File: src/rtl/bufalloc_pkg.sv
package bufalloc_pkg;
  typedef enum logic {SIDE_TX = 1'b0, SIDE_RX = 1'b1} side_e;
endpackage

File: src/rtl/bufalloc_pick.sv
// Chooses the lowest-indexed free pages for a request of `need` pages.
module bufalloc_pick #(
  parameter int NUM_PAGES = 32,
  parameter int NEED_W    = 4,
  parameter int PN_W      = 5
) (
  input  logic [NUM_PAGES-1:0] used_map,
  input  logic [NEED_W-1:0]    need,
  output logic [NUM_PAGES-1:0] take_mask,
  output logic [PN_W-1:0]      first_pg
);
  always_comb begin
    int  seen;
    logic found;
    seen      = 0;
    found     = 1'b0;
    take_mask = '0;
    first_pg  = '0;
    for (int i = 0; i < NUM_PAGES; i++) begin
      if (!used_map[i]) begin
        if (seen < int'(need)) take_mask[i] = 1'b1;
        if (!found) begin
          first_pg = PN_W'(i);
          found    = 1'b1;
        end
        seen = seen + 1;
      end
    end
  end
endmodule

File: src/rtl/bufalloc_table.sv
// Page bitmap, per-page owner, per-packet page count and free counter.
module bufalloc_table #(
  parameter int NUM_PAGES = 32,
  parameter int PN_W      = 5,
  parameter int CNT_W     = 6,
  parameter int NEED_W    = 4
) (
  input  logic                 clk,
  input  logic                 rst_n,
  input  logic                 alloc_en,
  input  logic [NUM_PAGES-1:0] alloc_mask,
  input  logic [PN_W-1:0]      alloc_pkt,
  input  logic [NEED_W-1:0]    alloc_cnt,
  input  logic                 rel_req,
  input  logic [PN_W-1:0]      rel_pkt,
  output logic [NUM_PAGES-1:0] used_map,
  output logic [CNT_W-1:0]     free_cnt
);
  logic [NUM_PAGES-1:0] used_q, used_d;
  logic [NUM_PAGES-1:0] head_q, head_d;
  logic [NUM_PAGES-1:0] rel_mask;
  logic [PN_W-1:0]      owner_q [NUM_PAGES];
  logic [NEED_W-1:0]    pcnt_q  [NUM_PAGES];
  logic [CNT_W-1:0]     free_q, free_d;
  logic                 rel_ok;

  assign rel_ok = rel_req && head_q[rel_pkt];

  for (genvar g = 0; g < NUM_PAGES; g++) begin : g_page
    assign rel_mask[g] = rel_ok && used_q[g] && (owner_q[g] == rel_pkt);

    always_ff @(posedge clk) begin
      if (alloc_en && alloc_mask[g]) owner_q[g] <= alloc_pkt;
    end
  end

  always_ff @(posedge clk) begin
    if (alloc_en) pcnt_q[alloc_pkt] <= alloc_cnt;
  end

  always_comb begin
    used_d = used_q & ~rel_mask;
    head_d = head_q;
    if (rel_ok) head_d[rel_pkt] = 1'b0;
    if (alloc_en) begin
      used_d              = used_d | alloc_mask;
      head_d[alloc_pkt]   = 1'b1;
    end
    free_d = free_q
           + CNT_W'(rel_ok ? pcnt_q[rel_pkt] : '0)
           - CNT_W'(alloc_en ? alloc_cnt : '0);
  end

  always_ff @(posedge clk or negedge rst_n) begin
    if (!rst_n) begin
      used_q <= '0;
      head_q <= '0;
      free_q <= CNT_W'(NUM_PAGES);
    end else begin
      used_q <= used_d;
      head_q <= head_d;
      free_q <= free_d;
    end
  end

  assign used_map = used_q;
  assign free_cnt = free_q;

  // the counter and the bitmap are kept by separate logic and must agree
  p_free_matches_map_r6: assert property (@(posedge clk) disable iff (!rst_n)
    free_q == CNT_W'(NUM_PAGES - $countones(used_q)));

  // the selector only hands out pages that are free now
  p_take_disjoint_r2: assert property (@(posedge clk) disable iff (!rst_n)
    alloc_en |-> ((alloc_mask & used_q) == '0));
endmodule

File: src/rtl/bufalloc_admit.sv
// Arbitration between transmit and receive, page rounding and admission check.
module bufalloc_admit
  import bufalloc_pkg::*;
#(
  parameter int LEN_W      = 12,
  parameter int PAGE_BYTES = 256,
  parameter int MAX_PAGES  = 8,
  parameter int NEED_W     = 4,
  parameter int CNT_W      = 6,
  parameter int PN_W       = 5
) (
  input  logic              clk,
  input  logic              rst_n,
  input  logic              tx_req,
  input  logic [LEN_W-1:0]  tx_bytes,
  input  logic              rx_req,
  input  logic [LEN_W-1:0]  rx_bytes,
  input  logic [CNT_W-1:0]  reserve,
  input  logic [CNT_W-1:0]  free_cnt,
  input  logic [PN_W-1:0]   first_pg,
  output logic [NEED_W-1:0] need,
  output logic              alloc_en,
  output logic              grant_q,
  output logic              fail_q,
  output side_e             side_q,
  output logic [PN_W-1:0]   pkt_q
);
  localparam int PG_SH = $clog2(PAGE_BYTES);
  localparam int BIG_W = LEN_W + 1 - PG_SH;

  function automatic logic [BIG_W-1:0] pages_of(input logic [LEN_W-1:0] b);
    logic [LEN_W:0] r;
    r        = {1'b0, b} + (LEN_W+1)'(PAGE_BYTES - 1);
    pages_of = r[LEN_W:PG_SH];
    if (pages_of == '0) pages_of = BIG_W'(1);
  endfunction

  logic             pend_q, pend_d;
  logic [LEN_W-1:0] pend_len_q;
  logic             pend_load;
  logic             rx_act, serve_tx, serve_rx, big, fits, rx_room, ok;
  logic [LEN_W-1:0] rx_len, len_sel;
  logic [BIG_W-1:0] pg;
  logic             grant_d, fail_d;
  side_e            side_d;

  always_comb begin
    rx_act    = pend_q | rx_req;
    rx_len    = pend_q ? pend_len_q : rx_bytes;
    serve_tx  = tx_req;
    serve_rx  = !tx_req && rx_act;
    len_sel   = serve_tx ? tx_bytes : rx_len;
    pg        = pages_of(len_sel);
    big       = pg > BIG_W'(MAX_PAGES);
    need      = NEED_W'(pg);
    fits      = !big && (CNT_W'(need) <= free_cnt);
    rx_room   = free_cnt > reserve;
    ok        = serve_tx ? fits : (serve_rx && fits && rx_room);
    alloc_en  = ok;
    pend_load = tx_req && rx_act;
    pend_d    = pend_load;
    grant_d   = ok;
    fail_d    = (serve_tx || serve_rx) && !ok;
    side_d    = serve_rx ? SIDE_RX : SIDE_TX;
  end

  always_ff @(posedge clk) begin
    if (pend_load) pend_len_q <= rx_len;
  end

  always_ff @(posedge clk or negedge rst_n) begin
    if (!rst_n) begin
      pend_q  <= 1'b0;
      grant_q <= 1'b0;
      fail_q  <= 1'b0;
      side_q  <= SIDE_TX;
      pkt_q   <= '0;
    end else begin
      pend_q  <= pend_d;
      grant_q <= grant_d;
      fail_q  <= fail_d;
      side_q  <= side_d;
      if (grant_d) pkt_q <= first_pg;
    end
  end

  // a transmit request always owns the very next result
  p_tx_first_r7: assert property (@(posedge clk) disable iff (!rst_n)
    tx_req |=> ((grant_q || fail_q) && side_q == SIDE_TX));

  // a receive grant implies free pages exceeded the threshold
  p_rx_reserve_r4: assert property (@(posedge clk) disable iff (!rst_n)
    (grant_q && side_q == SIDE_RX) |-> ($past(free_cnt) > $past(reserve)));
endmodule

File: src/rtl/pkt_page_alloc.sv
module pkt_page_alloc
  import bufalloc_pkg::*;
#(
  parameter int NUM_PAGES  = 32,
  parameter int PAGE_BYTES = 256,
  parameter int MAX_PAGES  = 8,
  parameter int LEN_W      = 12,
  localparam int PN_W      = $clog2(NUM_PAGES),
  localparam int CNT_W     = $clog2(NUM_PAGES + 1)
) (
  input  logic             clk,
  input  logic             rst_n,
  input  logic             tx_req,
  input  logic [LEN_W-1:0] tx_bytes,
  input  logic             rx_req,
  input  logic [LEN_W-1:0] rx_bytes,
  input  logic             rel_req,
  input  logic [PN_W-1:0]  rel_pkt,
  input  logic [CNT_W-1:0] tx_reserve,
  output logic             grant,
  output logic             fail,
  output logic             result_rx,
  output logic [PN_W-1:0]  grant_pkt,
  output logic [CNT_W-1:0] free_pages,
  output logic [CNT_W-1:0] mem_pages
);
  localparam int NEED_W = $clog2(MAX_PAGES + 1);

  logic [1:0]           rst_sync_q;
  logic                 rst_i_n;
  logic [NUM_PAGES-1:0] used_map, take_mask;
  logic [PN_W-1:0]      first_pg;
  logic [NEED_W-1:0]    need;
  logic                 alloc_en;
  logic [CNT_W-1:0]     free_cnt;
  side_e                side_q;

  always_ff @(posedge clk or negedge rst_n) begin
    if (!rst_n) rst_sync_q <= 2'b00;
    else        rst_sync_q <= {rst_sync_q[0], 1'b1};
  end
  assign rst_i_n = rst_sync_q[1];

  bufalloc_admit #(
    .LEN_W(LEN_W), .PAGE_BYTES(PAGE_BYTES), .MAX_PAGES(MAX_PAGES),
    .NEED_W(NEED_W), .CNT_W(CNT_W), .PN_W(PN_W)
  ) u_admit (
    .clk(clk), .rst_n(rst_i_n),
    .tx_req(tx_req), .tx_bytes(tx_bytes),
    .rx_req(rx_req), .rx_bytes(rx_bytes),
    .reserve(tx_reserve), .free_cnt(free_cnt), .first_pg(first_pg),
    .need(need), .alloc_en(alloc_en),
    .grant_q(grant), .fail_q(fail), .side_q(side_q), .pkt_q(grant_pkt)
  );

  bufalloc_pick #(.NUM_PAGES(NUM_PAGES), .NEED_W(NEED_W), .PN_W(PN_W)) u_pick (
    .used_map(used_map), .need(need), .take_mask(take_mask), .first_pg(first_pg)
  );

  bufalloc_table #(
    .NUM_PAGES(NUM_PAGES), .PN_W(PN_W), .CNT_W(CNT_W), .NEED_W(NEED_W)
  ) u_table (
    .clk(clk), .rst_n(rst_i_n),
    .alloc_en(alloc_en), .alloc_mask(take_mask), .alloc_pkt(first_pg),
    .alloc_cnt(need), .rel_req(rel_req), .rel_pkt(rel_pkt),
    .used_map(used_map), .free_cnt(free_cnt)
  );

  assign result_rx  = (side_q == SIDE_RX);
  assign free_pages = free_cnt;
  assign mem_pages  = CNT_W'(NUM_PAGES);

  // a result is a grant or a fail, never both
  p_one_result_r10: assert property (@(posedge clk) disable iff (!rst_i_n)
    $onehot0({grant, fail}));

  // the free count stays within the pool size
  p_free_bound_r9: assert property (@(posedge clk) disable iff (!rst_i_n)
    free_pages <= mem_pages);
endmodule

File: config.mk
export PLATFORM = sky130hd
export DESIGN_NAME = pkt_page_alloc
export DESIGN_NICKNAME = d
export VERILOG_FILES = /design/src/rtl/bufalloc_pkg.sv /design/src/rtl/bufalloc_pick.sv /design/src/rtl/bufalloc_table.sv /design/src/rtl/bufalloc_admit.sv /design/src/rtl/pkt_page_alloc.sv
export SDC_FILE = /design/constraint.sdc
export NUM_CORES = 1
export LEC_CHECK = 0
export CAP_MARGIN = 20
export CORE_MARGIN = 5
export CORE_UTILIZATION = 58
export DETAILED_ROUTE_END_ITERATION = 10
export GPL_TIMING_DRIVEN = 0
export MAX_ROUTING_LAYER = met4
export PLACE_DENSITY = 0.77
export SLEW_MARGIN = 20
export SYNTH_ARGS = -nofsm -noshare
export SYNTH_HDL_FRONTEND = slang
export SYNTH_SLANG_ARGS = --single-unit
File: constraint.sdc
create_clock -name clk -period 5.7 [get_ports clk]
set_input_delay 1.71 -clock clk [delete_from_list [all_inputs] [get_ports clk]]
set_output_delay 1.71 -clock clk [all_outputs]
set_load 0.1 [all_outputs]
== Word-level counts from Yosys, hierarchy flattened ==
Memories as Yosys holds them, arrays and structs flattened.
Index checks and enable logic that the tools add are counted.
Cells by class
  add/sub/neg operators: 33
  multiply operators: 0
  divide/modulo/power cells: 0
  magnitude comparators: 39
  equality and inequality tests: 32
  shift operators: 0
  muxes and demuxes: 270
  bitwise logic cells: 7
  reduce and logical (&&, ||, !) cells: 110
Operators with widths (count)
  32-bit two-way mux: 33
  32-bit by 5-bit < comparator with 1-bit output: 30
  32-bit by 2-bit adder with 32-bit output (second input constant): 29
  5-bit two-way mux: 62
  1-bit two-way mux: 168
  5-bit == test: 32
  1-bit logical AND: 105
  32-bit bitwise AND: 2
  32-bit inverter: 2
  32-bit bitwise OR: 2
  12-bit two-way mux: 2
  12-bit by 8-bit adder with 13-bit output (second input constant): 1
  5-bit by 6-bit < comparator with 1-bit output (second input constant): 2
  1-bit demux with 5-bit select: 2
  5-bit by 1-bit >= comparator with 1-bit output (second input constant): 2
  4-bit two-way mux: 2
  6-bit adder: 1
  6-bit > comparator: 1
  4-bit by 6-bit <= comparator with 1-bit output: 1
  6-bit subtractor: 1
  1-bit binary-select mux with 5-bit select: 1
  5-bit by 4-bit > comparator with 1-bit output (second input constant): 1
  5-bit zero test: 1
  1-bit by 4-bit < comparator with 1-bit output: 1
  5 further kinds: 7
Word-level totals
  bits in registers: 93
  bits in latches: 0
  bits in writable memories: 288
  ROM bits: 0
  input port bits: 40
  output and inout port bits: 20
  word-level logic and storage cells: 503
  memories: 2
Memories
  u_table.owner_q: words 32, bits a word 5, rd ports 32, clocked after memory_dff 0, wr ports 32, RTL line bufalloc_table.sv:22  | logic [PN_W-1:0] owner_q [NUM_PAGES];
  u_table.pcnt_q: words 32, bits a word 4, rd ports 1, clocked after memory_dff 0, wr ports 1, RTL line bufalloc_table.sv:23  | logic [NEED_W-1:0] pcnt_q [NUM_PAGES];

== Longest topological paths before layout ==
  word-level depth: 68
  mapped depth: 98
  gate-level depth less buffers: 98

== Cells and area by module ==
A second synthesis with hierarchy kept.
Second synthesis, totals
  cells, all modules: 2302
  area total of the unflattened synthesis: 25419.4 um^2
By module, submodules not included
  bufalloc_table: instances 1, cells each 971, area an instance 15195.8 um^2, sequential area each 10401.2 um^2
  bufalloc_pick: instances 1, cells each 1213, area an instance 8802.2 um^2, sequential area each 0.0 um^2
  bufalloc_admit: instances 1, cells each 108, area an instance 1318.8 um^2, sequential area each 585.6 um^2
  pkt_page_alloc: instances 1, cells each 10, area an instance 102.6 um^2, sequential area each 50.0 um^2

== Least setup slack after synthesis ==
OpenSTA, ideal clock, no wires.
  path type: flip-flop to flip-flop
  from: register u_table.used_q[0], in the netlist u_table.used_map[0]
  to: memory u_table.owner_q[31][0], in the netlist u_table.owner_q[1][75], enable pin
  data arrival time: 19.288 ns
  setup slack: -13.962 ns
  cell stages (with the launch flop): 98
  path buffers: 0
  cells stage by stage: dfrtp_1 -> inv_1 -> ha_1 -> xnor2_1 -> ha_1 -> nor2_1 -> a31oi_1 -> ha_1 -> nor2b_1 -> nand2b_1 -> ha_1 -> nand2b_1 -> o21a_1 -> nor2_1 -> ha_1 -> nand2_1 -> o31ai_2 -> ha_1 -> [... 62 more ...] -> inv_1 -> ha_1 -> nor2_1 -> a21oi_1 -> ha_1 -> nor2b_1 -> a21o_1 -> ha_1 -> mux2_2 -> ha_1 -> mux2_2 -> ha_1 -> a21boi_0 -> o21ai_0 -> nand2b_1 -> a2111oi_2 -> nand3_1 -> nor3_1
RTL lines
  start, declared: RTL line bufalloc_table.sv:19  | logic [NUM_PAGES-1:0] used_q, used_d;
  start signal, assigned: RTL line bufalloc_table.sv:60  | used_q <= used_d;
  end, declared: RTL line bufalloc_table.sv:22

==> qor.log <==
[detailed_routing] DRT Wirelength 72.9 mm
[sta] Hold Vio Cnt, Final 0
[detailed_routing] via/cell ratio 6.43
[sta] Final Max Tran Viols 0
[placed_design] Port Buffers 48
[synth] number of distinct library cells after synthesis 107
[outcome] failing checks negative setup slack
[min_path] class of the most critical hold timing path reg2async
[die] die boundary height 220 um
[synth] count of flip-flops with a built-in enable after synthesis 300
[clocking] cts bufs inserted 37
[worst_setup_path] Max FO, Critical Path 5
[outcome] run status complete, but fails checks
[detailed_routing] highest metal layer used by the detailed router met4
[sta] Worst Slack Setup Final -11.79 ns
[sta] final critical path time including I/O delays and setup 17.49 ns
[worst_setup_path] family with the most delay on the worst path adder cells
[worst_setup_path] class of the most critical setup path reg2reg
[worst_setup_path] max incr delay on CP 0.47 ns
[worst_setup_path] startpoint class of the critical path flip-flop
[detailed_routing] detailed-router iteration count before antenna repair 6
[job] Max-Cap Viols 0
[die] die area 48200 um^2
[worst_setup_path] Required @ worst endpoint 5.91 ns
[sta] Fin Hold WS 0.234 ns
[synth] sequential area share after synthesis 43.3%
[clocking] H-tree levels 2
[sta] worst clock skew 0.0280 ns
[synth] number of cells produced by synthesis 2338
[synth] number of synthesized register bits 381
[sta] Least-Margin Pin Slew 1.15 ns
[detailed_routing] post-detailed-route DRC marker count 0
[worst_setup_path] cell repeated most along the worst path sky130_fd_sc_hd__ha_4
[synth] proportion of synthesized flip-flops having asynchronous set or reset 21.3%
[global_route] vias in the first global route 20.1k
[finish] sequential standard cell area 11000 um^2
[worst_setup_path] CP Capture Type flip-flop
[global_route] maximum number of pins on one net before global-route repair 42
[finish] diodes inserted 0
[synth] synth warn 0
[finish] layout overhead on the synthesized area 21.2%
[clocking] worst skew pair latency 0.54 ns
[die] placeable core area 43300 um^2
[detailed_routing] via count of the routed design 20.3k
[sta] achievable frequency 57.2 MHz
[die] placement row count 76
[die] die extent in x 220 um
[sta] Slew HR 23.3%
[global_route] GRT Resource Usage Total 30.4%
[placed_design] Place WS -13.80 ns
[synth] average footprint of a synthesized cell 10.9 um^2
[worst_setup_path] count of buffer and inverter cells on the critical path 5
[finish] layout cell share with drive strength beyond 1 22.6%
[global_route] number of antenna violations at the first check in global routing 0
[sta] total setup violations reported at the end of the flow 421
[synth] most common flop cell mapped by yosys sky130_fd_sc_hd__edfxtp_1
[finish] number of fill cells 2932
[worst_setup_path] critical path's slowest cell sky130_fd_sc_hd__dfrtp_2
[placed_design] HPWL Detailed 50.6 mm
[finish] area of the multi-input gates 15500 um^2
[detailed_routing] Met3 Wirelength 6.16 mm
[detailed_routing] Routed wire per std cell 23.1 um
[clocking] clock tree buffer depth 3
[clocking] CTS Root Buffer Type sky130_fd_sc_hd__clkbuf_16
[finish] number of non-filler instances in the completed layout 3163
[finish] total number of nets in the final design 2732
[detailed_routing] DRT antenna net count 0
[clocking] total clock sinks 381
[placed_design] final weighted congestion in routability-driven placement 0.969
[die] initial cell density of the core 58.9%
[synth] area of the mapped netlist 25500 um^2
[detailed_routing] met2 wirelength from detailed routing 35.4 mm
[clocking] clock tree from TritonCTS done
[detailed_routing] Met1 Routed Length 28.5 mm
[die] count of boundary I/O pins 60
[placed_design] Post-Place Cells 2986
[global_route] wire length of the first global-routing pass 112 mm
[detailed_routing] Detailed Route Iter0 Violations 2181
[worst_setup_path] data arrival time of the critical path 17.69 ns
[global_route] total overflow reported by the global router 0
[clocking] clk slew on worst S/H paths 0.06 ns
[sta] post-route fraction of the period consumed by the critical path 307%
[sta] RSZ-0062 raised after global routing true
-- layout by cell type, fill, tap and decap left out, types with 24 or more instances in the layout --
| cell type | Yosys | final |
|---|---|---|
| sky130_fd_sc_hd__xnor2_1 | 178 | 169 |
| sky130_fd_sc_hd__nor4_1 | 28 | 25 |
| sky130_fd_sc_hd__a21oi_1 | 59 | 42 |
| sky130_fd_sc_hd__xor2_1 | 106 | 96 |
| sky130_fd_sc_hd__nor2b_1 | 40 | 31 |
| sky130_fd_sc_hd__dfrtp_1 | 80 | 77 |
| sky130_fd_sc_hd__edfxtp_1 | 300 | 300 |
| sky130_fd_sc_hd__inv_1 | 85 | 70 |
| sky130_fd_sc_hd__o21ai_0 | 135 | 114 |
| sky130_fd_sc_hd__buf_4 | 6 | 117 |
| sky130_fd_sc_hd__ha_4 | 0 | 30 |
| sky130_fd_sc_hd__nand2_1 | 140 | 121 |
| sky130_fd_sc_hd__clkbuf_16 | 0 | 38 |
| sky130_fd_sc_hd__nand2b_1 | 68 | 59 |
| sky130_fd_sc_hd__nor3_1 | 56 | 29 |
| sky130_fd_sc_hd__clkdlybuf4s50_1 | 0 | 48 |
| sky130_fd_sc_hd__nand3_1 | 95 | 90 |
| sky130_fd_sc_hd__clkbuf_1 | 83 | 76 |
| sky130_fd_sc_hd__mux4_2 | 40 | 40 |
| sky130_fd_sc_hd__ha_1 | 136 | 106 |
| sky130_fd_sc_hd__nor2_1 | 134 | 111 |
| sky130_fd_sc_hd__o21a_1 | 42 | 41 |
| sky130_fd_sc_hd__nand4_1 | 24 | 24 |
-- layer usage --
metal,vias up,track usage (%)
li1,9104,-
met1,9962,39.5
met2,1069,50.5
met3,210,3.96
met4,0,9.63
met5,-,-
-- cells in the mapped netlist (28+ instances only) --
| cell | number | area (um^2) |
|---|---|---|
| sky130_fd_sc_hd__a21oi_1 | 59 | 295 |
| sky130_fd_sc_hd__clkbuf_1 | 83 | 312 |
| sky130_fd_sc_hd__dfrtp_1 | 80 | 2000 |
| sky130_fd_sc_hd__edfxtp_1 | 300 | 9010 |
| sky130_fd_sc_hd__ha_1 | 136 | 1700 |
| sky130_fd_sc_hd__inv_1 | 85 | 319 |
| sky130_fd_sc_hd__mux4_2 | 40 | 901 |
| sky130_fd_sc_hd__nand2_1 | 140 | 526 |
| sky130_fd_sc_hd__nand2b_1 | 68 | 425 |
| sky130_fd_sc_hd__nand3_1 | 95 | 475 |
| sky130_fd_sc_hd__nor2_1 | 134 | 503 |
| sky130_fd_sc_hd__nor2b_1 | 40 | 250 |
| sky130_fd_sc_hd__nor3_1 | 56 | 280 |
| sky130_fd_sc_hd__nor4_1 | 28 | 175 |
| sky130_fd_sc_hd__o21a_1 | 42 | 315 |
| sky130_fd_sc_hd__o21ai_0 | 135 | 676 |
| sky130_fd_sc_hd__xnor2_1 | 178 | 1560 |
| sky130_fd_sc_hd__xor2_1 | 106 | 928 |
-- final timing paths --
kind / endpoint / startpoint / depth (start not counted) / slack (ns)
min in group clk: rst_sync_q[1] / rst_sync_q[0] / 0 / 0.36
max: u_table.owner_q[1][75] / u_table.used_map[0] / 97 / -11.79
max reg2reg: u_table.owner_q[1][75] / u_table.used_map[0] / 97 / -11.79
min: u_admit.pkt_q[2] / rst_sync_q[1] / 0 / 0.23
min reg2reg: u_admit.pkt_q[2] / rst_sync_q[1] / 0 / 0.23
max in group asynchronous: rst_sync_q[1] / rst_n / 1 / 4.20
-- metrics by stage --
step                setup TNS (ns)  utilization [%]  cell area [um^2]
detailed placement        -1749.83             64.9             28100
finish                    -1111.84             71.4             30900
global placement          -1688.80             64.4             27800
CTS                       -1159.50             70.1             30300
floorplan                  -829.29                -             26600
global route              -1244.91             71.4             30900
-- layout make-up --
| cell class | count | share of cell area (%) |
|---|---|---|
| Multi-Input combinational cell | 1757 | 50.1 |
| Sequential cell | 381 | 35.7 |
| Timing Repair Buffer | 169 | 5.04 |
| Clock buffer | 49 | 3.31 |
| Tap cell | 585 | 2.37 |
| Buffer | 114 | 1.79 |
| Inverter | 92 | 1.17 |
| Clock inverter | 16 | 0.490 |
-- registers in the layout, indices dropped and copies added, names as in the netlist --
register,flops
u_table.owner_q,160
u_table.pcnt_q,128
u_table.head_q,32
u_table.used_map,32
u_admit.pend_len_q,12
u_table.free_cnt,6
u_admit.pkt_q,5
rst_sync_q,2
u_admit.fail_q,1
u_admit.grant_q,1
u_admit.pend_q,1
u_admit.side_q,1
-- cell families after synthesis --
logic type      after synthesis  synth area share, %
compound gates              472                 12.5
simple gates                730                 15.2
flops                       381                 43.3
buf+inv                     206                 3.18
xor+xnor                    330                 13.7
fa+ha+maj                   141                 7.03
other cells                   2               0.0295
mux                          76                 5.06
-- repair_timing --
action	in CTS	in global routing
pin swaps	56	48
buffers inserted	83	29
hold buffers	0	0
endpoints found under the setup margin	429	429
resized for setup	82	86
Power is not shown: default switching activity piles up to over one toggle a cycle in this logic, so the estimate is an artifact.
